==> src/rtl/ivt_pkg.sv <==
package ivt_pkg;
  localparam int CNT_W   = 16;
  localparam int TALLY_W = 4;
  localparam int LVL_W   = 3;
  localparam int ADDR_W  = 3;
  localparam int CMD_W   = 3;

  localparam logic [ADDR_W-1:0] OFS_PRELOAD = 3'd0;
  localparam logic [ADDR_W-1:0] OFS_COUNT   = 3'd2;
  localparam logic [ADDR_W-1:0] OFS_TCTRL   = 3'd4;
  localparam logic [ADDR_W-1:0] OFS_ICTRL   = 3'd5;

  localparam logic [CMD_W-1:0] CMD_CLEAR  = 3'd0;
  localparam logic [CMD_W-1:0] CMD_ARM    = 3'd1;
  localparam logic [CMD_W-1:0] CMD_STOP   = 3'd3;
  localparam logic [CMD_W-1:0] CMD_START  = 3'd7;

  localparam int ACK_BIT = 7;
  localparam int IEN_BIT = 3;
endpackage

==> src/rtl/ivt_regs.sv <==
module ivt_regs
  import ivt_pkg::*;
#(
  parameter int CNT_W   = ivt_pkg::CNT_W,
  parameter int TALLY_W = ivt_pkg::TALLY_W,
  parameter int LVL_W   = ivt_pkg::LVL_W
) (
  input  logic                bus_wr,
  input  logic [ADDR_W-1:0]   bus_addr,
  input  logic [CNT_W-1:0]    preload_q,
  input  logic [CNT_W-1:0]    count_q,
  input  logic [CMD_W-1:0]    cmd_q,
  input  logic [TALLY_W-1:0]  tally_q,
  input  logic                pending_q,
  input  logic                ie_q,
  input  logic [LVL_W-1:0]    lvl_q,
  output logic                wr_preload,
  output logic                wr_count,
  output logic                wr_tctrl,
  output logic                wr_ictrl,
  output logic [CNT_W-1:0]    bus_rdata
);
  localparam int TCTRL_W = TALLY_W + 1 + CMD_W;
  localparam int ICTRL_W = 1 + 3 + 1 + LVL_W;

  logic [TCTRL_W-1:0] tctrl_view;
  logic [ICTRL_W-1:0] ictrl_view;

  assign wr_preload = bus_wr && (bus_addr == OFS_PRELOAD);
  assign wr_count   = bus_wr && (bus_addr == OFS_COUNT);
  assign wr_tctrl   = bus_wr && (bus_addr == OFS_TCTRL);
  assign wr_ictrl   = bus_wr && (bus_addr == OFS_ICTRL);

  assign tctrl_view = {tally_q, 1'b0, cmd_q};
  assign ictrl_view = {pending_q, 3'b000, ie_q, lvl_q};

  always_comb begin
    case (bus_addr)
      OFS_PRELOAD: bus_rdata = preload_q;
      OFS_COUNT:   bus_rdata = count_q;
      OFS_TCTRL:   bus_rdata = CNT_W'(tctrl_view);
      OFS_ICTRL:   bus_rdata = CNT_W'(ictrl_view);
      default:     bus_rdata = '0;
    endcase
  end
endmodule

==> src/rtl/ivt_counter.sv <==
module ivt_counter
  import ivt_pkg::*;
#(
  parameter int CNT_W   = ivt_pkg::CNT_W,
  parameter int TALLY_W = ivt_pkg::TALLY_W
) (
  input  logic                clk,
  input  logic                rst_n,
  input  logic                tick_en,
  input  logic                wr_preload,
  input  logic                wr_count,
  input  logic                wr_tctrl,
  input  logic [CNT_W-1:0]    wdata,
  output logic [CNT_W-1:0]    preload_q,
  output logic [CNT_W-1:0]    count_q,
  output logic [CMD_W-1:0]    cmd_q,
  output logic [TALLY_W-1:0]  tally_q,
  output logic                advance_evt,
  output logic                wrap_evt
);
  function automatic logic [CNT_W-1:0] step_count(input logic [CNT_W-1:0] c,
                                                  input logic [CNT_W-1:0] p);
    return (&c) ? p : c + 1'b1;
  endfunction

  function automatic logic [TALLY_W-1:0] bump_tally(input logic [TALLY_W-1:0] t);
    return (&t) ? t : t + 1'b1;
  endfunction

  logic running;
  logic clear_cmd;

  assign running     = (cmd_q == CMD_START);
  assign clear_cmd   = wr_tctrl && (wdata[CMD_W-1:0] == CMD_CLEAR);
  assign advance_evt = running && tick_en && !wr_count && !wr_tctrl;
  assign wrap_evt    = advance_evt && (&count_q);

  always_ff @(posedge clk) begin
    if (!rst_n) begin
      preload_q <= '0;
      count_q   <= '0;
      cmd_q     <= CMD_CLEAR;
      tally_q   <= '0;
    end else begin
      if (wr_preload) preload_q <= wdata;
      if (wr_tctrl) begin
        cmd_q <= wdata[CMD_W-1:0];
        if (clear_cmd) begin
          count_q <= '0;
          tally_q <= '0;
        end
      end else if (wr_count) begin
        count_q <= wdata;
      end else if (advance_evt) begin
        count_q <= step_count(count_q, preload_q);
        if (wrap_evt) tally_q <= bump_tally(tally_q);
      end
    end
  end
endmodule

==> src/rtl/ivt_irq.sv <==
module ivt_irq
  import ivt_pkg::*;
#(
  parameter int LVL_W = ivt_pkg::LVL_W
) (
  input  logic              clk,
  input  logic              rst_n,
  input  logic              wrap_evt,
  input  logic              wr_ictrl,
  input  logic [7:0]        wbyte,
  output logic              pending_q,
  output logic              ie_q,
  output logic [LVL_W-1:0]  lvl_q,
  output logic              ack_evt,
  output logic              irq_req,
  output logic [LVL_W-1:0]  irq_level
);
  assign ack_evt = wr_ictrl && wbyte[ACK_BIT];

  always_ff @(posedge clk) begin
    if (!rst_n) begin
      pending_q <= 1'b0;
      ie_q      <= 1'b0;
      lvl_q     <= '0;
    end else begin
      if (wr_ictrl) begin
        ie_q  <= wbyte[IEN_BIT];
        lvl_q <= wbyte[LVL_W-1:0];
      end
      if (wrap_evt)     pending_q <= 1'b1;
      else if (ack_evt) pending_q <= 1'b0;
    end
  end

  assign irq_req   = pending_q && ie_q;
  assign irq_level = irq_req ? lvl_q : '0;
endmodule

==> src/rtl/ivt_timer.sv <==
module ivt_timer
  import ivt_pkg::*;
#(
  parameter int CNT_W   = ivt_pkg::CNT_W,
  parameter int TALLY_W = ivt_pkg::TALLY_W,
  parameter int LVL_W   = ivt_pkg::LVL_W
) (
  input  logic               clk,
  input  logic               rst_n,
  input  logic               tick_en,
  input  logic               bus_wr,
  input  logic [2:0]         bus_addr,
  input  logic [15:0]        bus_wdata,
  output logic [15:0]        bus_rdata,
  output logic               irq_req,
  output logic [2:0]         irq_level
);
  logic               wr_preload, wr_count, wr_tctrl, wr_ictrl;
  logic [CNT_W-1:0]   preload_q, count_q;
  logic [CMD_W-1:0]   cmd_q;
  logic [TALLY_W-1:0] tally_q;
  logic               advance_evt, wrap_evt, ack_evt;
  logic               pending_q, ie_q;
  logic [LVL_W-1:0]   lvl_q;

  ivt_regs #(.CNT_W(CNT_W), .TALLY_W(TALLY_W), .LVL_W(LVL_W)) u_regs (
    .bus_wr(bus_wr), .bus_addr(bus_addr),
    .preload_q(preload_q), .count_q(count_q), .cmd_q(cmd_q), .tally_q(tally_q),
    .pending_q(pending_q), .ie_q(ie_q), .lvl_q(lvl_q),
    .wr_preload(wr_preload), .wr_count(wr_count), .wr_tctrl(wr_tctrl),
    .wr_ictrl(wr_ictrl), .bus_rdata(bus_rdata)
  );

  ivt_counter #(.CNT_W(CNT_W), .TALLY_W(TALLY_W)) u_cnt (
    .clk(clk), .rst_n(rst_n), .tick_en(tick_en),
    .wr_preload(wr_preload), .wr_count(wr_count), .wr_tctrl(wr_tctrl),
    .wdata(bus_wdata),
    .preload_q(preload_q), .count_q(count_q), .cmd_q(cmd_q), .tally_q(tally_q),
    .advance_evt(advance_evt), .wrap_evt(wrap_evt)
  );

  ivt_irq #(.LVL_W(LVL_W)) u_irq (
    .clk(clk), .rst_n(rst_n), .wrap_evt(wrap_evt),
    .wr_ictrl(wr_ictrl), .wbyte(bus_wdata[7:0]),
    .pending_q(pending_q), .ie_q(ie_q), .lvl_q(lvl_q), .ack_evt(ack_evt),
    .irq_req(irq_req), .irq_level(irq_level)
  );
endmodule

==> config.mk <==
export PLATFORM = sky130hd
export DESIGN_NAME = ivt_timer
export DESIGN_NICKNAME = d
export VERILOG_FILES = /design/src/rtl/ivt_pkg.sv /design/src/rtl/ivt_regs.sv /design/src/rtl/ivt_counter.sv /design/src/rtl/ivt_irq.sv /design/src/rtl/ivt_timer.sv
export SDC_FILE = /design/constraint.sdc
export NUM_CORES = 1
export LEC_CHECK = 0
export BUFFER_PORTS_ARGS = -buffer_cell sky130_fd_sc_hd__buf_2
export CAP_MARGIN = 20
export CORE_MARGIN = 2
export CORE_UTILIZATION = 35
export CTS_BUF_LIST = sky130_fd_sc_hd__clkbuf_8
export DETAILED_ROUTE_END_ITERATION = 12
export SLEW_MARGIN = 30
export SYNTH_ARGS = -nofsm -noshare
export SYNTH_HDL_FRONTEND = slang
export SYNTH_SLANG_ARGS = --single-unit
==> constraint.sdc <==
create_clock -name clk -period 4.8 [get_ports clk]
set_input_delay 0.24 -clock clk [delete_from_list [all_inputs] [get_ports clk]]
set_output_delay 0.24 -clock clk [all_outputs]
set_load 0.005 [all_outputs]
* Yosys cells after proc, flatten, opt, wreduce, memory -nomap -nowiden
Cells that the tools add are included.
** Word-level totals
- Flip-flop bits (word level) :: 44
- Output and inout port bits :: 20
- Logic and storage cells :: 54
** Operators by class
- Add/sub/neg operators :: 2
- Equal/unequal tests :: 7
- Muxes and demuxes :: 15
- Reduce and logical (&&, ||, !) cells :: 23
** Operators with widths (number)
- $mux 16 :: 5
- $pmux 16 s4 :: 1
- $mux 4 :: 6
- $add 16x1->16 const B :: 1
- $reduce_and 16->1 :: 1
- $logic_and 1x1->1 :: 11
- $eq 3x3->1 const B :: 3
- $logic_not 3->1 :: 2
- $reduce_bool 2->1 :: 3
- $reduce_and 5->1 :: 1
- $add 4x1->4 const B :: 1
- $ne 2x2->1 const B :: 2
- $reduce_and 4->1 :: 1
- $eq 3x2->1 const B :: 1
- $mux 3 :: 1
- $reduce_bool 3->1 :: 1
- $logic_not 1->1 :: 2
- $mux 1 :: 2
- $ne 2x1->1 const B :: 1
- $reduce_and 2->1 :: 1

* Logic depth before layout (Yosys ltp)
- Depth in word-level cells :: 10
- Depth in mapped cells :: 8
- Mapped depth without buffers :: 6

* By module
A second synthesis with hierarchy kept.
** Unflattened totals
- Cells, all modules :: 332
- Area total of the unflattened synthesis :: 2870.3 sq um
** By module, submodules not included
- ivt_counter :: times used 1, cells an instance 249, area each 2168.3 sq um, seq. area each 780.7 sq um
- ivt_regs :: times used 1, cells an instance 61, area each 475.5 sq um, seq. area each 0.0 sq um
- ivt_irq :: times used 1, cells an instance 22, area each 226.5 sq um, seq. area each 100.1 sq um

* Worst setup path after synthesis
OpenSTA, ideal clock, no wires.
- Path type :: flip-flop to flip-flop
- Start point :: register u_cnt.count_q[0]
- End point :: register u_cnt.count_q[1]
- Setup time :: 128 ps
- Data arrival time :: 2013 ps
- Required time :: 4672 ps
- Slack :: 2660 ps
- Cell stages (with the launch flop) :: 8
- Buffers on the path :: 1
- Clock period less this slack :: 2140 ps
- Cells stage by stage :: dfxtp_1 -> ha_1 -> clkbuf_1 -> nand4_1 -> or4_4 -> mux2_4 -> a222oi_1 -> nor2_1
** On the way
- Longest elaborated chain between the ends :: 5
- Elaborated cells between the ends (all ways) :: 6
** Ends and longest elaborated chain
- start: declaration :: RTL line ivt_counter.sv:15 : output logic [CNT_W-1:0] count_q,
- start signal: assignment :: RTL line ivt_counter.sv:53 : count_q <= wdata;
- start signal: assignment :: RTL line ivt_counter.sv:55 : count_q <= step_count(count_q, preload_q);
- $add 16x1->16 or $reduce_and 16->1 (tied branches) :: RTL line ivt_counter.sv:23 : return (&c) ? p : c + 1'b1;
- $mux 16 * :: RTL line ivt_counter.sv:23
- $mux 16 * :: RTL line ivt_counter.sv:54 : end else if (advance_evt) begin
- $mux 16 * :: RTL line ivt_counter.sv:52 : end else if (wr_count) begin
- $mux 16 * :: RTL line ivt_counter.sv:46 : if (wr_tctrl) begin
Mark *: on every way between the ends. The rest lies on a longest branch, timed or not. The select of a mux whose other input is x is not followed.
A chain may end at the register's enable or synchronous reset.

* Final worst setup path
Same ends and word-level chain as after synthesis.

==> flow_summary.json <==
{
  "vias": 2437,
  "synth.top_cell.area_share_pct": 34.9,
  "post_cts.repair.setup_buffers": 0,
  "endpoint_kind": "flop",
  "fin_crit_ns": 2.40,
  "reg2regPathDepth": 6,
  "grt_max_degree": 40,
  "tightest_slew_ns": 0.946,
  "synthTopCellsByArea": "dfxtp_1 35%, mux2i_1 11%, nand2_1 7.6%, a21oi_1 6.3%, nor2_1 4.9%",
  "ys_seq_elements": 44,
  "reg2reg_to": "u_cnt.count_q[1]",
  "rrSetupSlack_ns": 2.40,
  "route.detailed.drc": 0,
  "grt_usage_pct": 18.1,
  "drt_iter0_drc": 166,
  "synthesis.area_per_instance_um2": 7.92,
  "worstSetupPathType": "reg2reg",
  "clkSlewWorstSetupHoldPaths_ns": 0.08,
  "synth_cell_types": 51,
  "syn_nets": 344,
  "cts_max_level": 2,
  "detail-route-antenna-nets": 0,
  "finalSetupViolCount": 0,
  "start_util_pct": 36.6,
  "final_cell_mix": "51 x nand2_1, 44 x dfxtp_1, 42 x buf_2, 33 x nor2_1, 32 x a21oi_1",
  "p_int_uw": 550,
  "finClkSkew_ns": 0.00837,
  "yosys_warnings": 0,
  "seq_power_share_pct": 52.4,
  "ir_drop_mv": 0.101,
  "rsz0062_at_grt": "no",
  "port_buffers": 42,
  "grt_pass1_vias": 2283,
  "ys.flop_type": "dfxtp_1",
  "dr.pass1.iters": 4,
  "cts_buffers": 5,
  "p_sw_share_pct": 24.1,
  "dieWidth_um": 89.0,
  "cts_hold_buffers": 0,
  "arrival_ns": 2.59,
  "synth_edf_count": 0,
  "synthArstFlopShare_pct": 0,
  "viasPerCell": 5.46,
  "yosys.area.top_type": "dfxtp_1",
  "wl_per_cell_um": 15.5,
  "dieArea_um2": 7910,
  "root_buffer": "clkbuf_8",
  "clk_latency_ns": 0.30,
  "dpl_cell_area_um2": 2810,
  "cts-resized-gates": 0,
  "fillers": 756,
  "critical_path.max_fanout": 13,
  "clock_path_buffers": 2,
  "relSlewSlack_pct": 36.4,
  "crit_path_end": "u_cnt.count_q[1]",
  "drv_cap": 0,
  "place_congestion": 0.808,
  "fmax_mhz": 416,
  "finalCritPeriodShare_pct": 50.1,
  "status": "complete, no violations",
  "yosysSeqAreaShare_pct": 34.9,
  "hold_ws_ns": 0.183,
  "nets": 374,
  "finalPower_uw": 725,
  "p_sw_uw": 175,
  "power.leakage_uw": 0.00115,
  "dp_hpwl_um": 4820,
  "finalMaxSlewViolations": 0,
  "rows": 30,
  "num_antenna_cells": 0,
  "antenna_found_initial": 0,
  "hold_depth": 3,
  "drive_above_1_share_pct": 18.6,
  "wl_um": 6910,
  "syn_to_final_growth_pct": 16.0,
  "comb_power_share_pct": 8.9,
  "hold_class": "in2reg",
  "r2r_start": "u_cnt.count_q[0]",
  "cts_tree": "yes",
  "power_frac_clock_pct": 38.7,
  "stdcell_area_um2": 2930,
  "synth_cells": 319,
  "final.setup.tns_ns": 0,
  "powerDensity_nw_per_um2": 247,
  "grt_pass1_wl_um": 11100,
  "syn_area_um2": 2530,
  "core_um2": 6910,
  "final_common_cell": "nand2_1",
  "crit_path_start_kind": "flop",
  "io-pin-count": 43,
  "cp-startpoint": "u_cnt.count_q[0]",
  "die_h_um": 89.0,
  "hold_viol_final": 0,
  "cts_sinks": 44,
  "overflow": 0,
  "cp_data_required_time_ns": 4.98
}
[kinds of logic (layout without fill, tap and decap cells)]
family / Yosys count / in the layout / share of synthesized area (%)
simple gates: 134 / 134 / 26.1
flops: 44 / 44 / 34.9
mux: 29 / 29 / 11.7
fa+ha+maj: 2 / 2 / 0.990
buf+inv: 26 / 57 / 4.21
xor+xnor: 10 / 10 / 3.47
compound gates: 74 / 74 / 18.7
[state kept, by name, indices dropped and copies added (netlist names)]
register         flops
u_cnt.tally_q        4
u_irq.lvl_q          3
u_cnt.cmd_q          3
u_cnt.preload_q     16
u_irq.pending_q      1
u_cnt.count_q       16
u_irq.ie_q           1
[worst min-delay path by stage]
stage	endpoint	from
floorplan	u_cnt.count_q[11]	rst_n
global placement	u_cnt.preload_q[8]	u_cnt.preload_q[8]
detailed placement	u_cnt.preload_q[11]	u_cnt.preload_q[11]
CTS	u_cnt.preload_q[8]	bus_wdata[8]
global route	u_cnt.preload_q[11]	bus_wdata[11]
finish	u_cnt.preload_q[8]	bus_wdata[8]
[worst max-delay path, stage by stage, from the launching register on]
cell and delay, ns:
dfxtp_1 0.46, ha_1 0.37, nand4_1 0.19, or4_4 0.57, mux2_4 0.33, a222oi_1 0.29
nor2_1 0.06
[synth_stat cells, types with 3 or more instances]
| cell type | number |
|---|---|
| nor2_1 | 33 |
| buf_2 | 3 |
| nand4_1 | 6 |
| clkbuf_1 | 15 |
| nand2_1 | 51 |
| o22ai_1 | 7 |
| a21oi_1 | 32 |
| a31oi_1 | 3 |
| inv_1 | 4 |
| nand3_1 | 11 |
| and3_1 | 5 |
| mux2i_1 | 28 |
| and2_1 | 4 |
| xnor2_1 | 4 |
| o21ai_0 | 5 |
| nor4_1 | 4 |
| a22oi_1 | 9 |
| xor2_1 | 6 |
| dfxtp_1 | 44 |
[metal layers]
layer	routed length (um)	vias up	track usage, %
met1	3180	1160	23.7
li1	-	1210	-
met3	296	13	3.69
met2	3260	54	29.3
met4	165	0	7.60
met5	0	-	0
[cell type report]
cell class                 count  area (um^2)  area share [%]
timing repair buffer          45          236            8.07
clock buffer                   5         68.8            2.35
tap                           96          120            4.10
multi-input combinational    249         1570            53.6
inverter                       4         15.0           0.512
clock inverter                 3         38.8            1.32
sequential                    44          881            30.0
[power groups by stage]
stage / sequential (uW) / combinational, uW / clock [uW]
after global routing: 381 / 71.1 / 303
after floorplan: 385 / 39.6 / 0
final: 379 / 64.7 / 281
after global placement: 388 / 63.6 / 0
after CTS: 379 / 64.4 / 285
after detailed placement: 388 / 64.0 / 0
[per-stage QoR]
stage	setup slack (ns)	utilization, %	instances
CTS	2.36	42.2	445
finish	2.40	42.4	446
global placement	2.11	40.5	437
global route	2.26	42.4	446
detailed placement	2.04	40.6	437
floorplan	2.66	-	319
No activity file was read; power rests on OpenSTA's default activity.
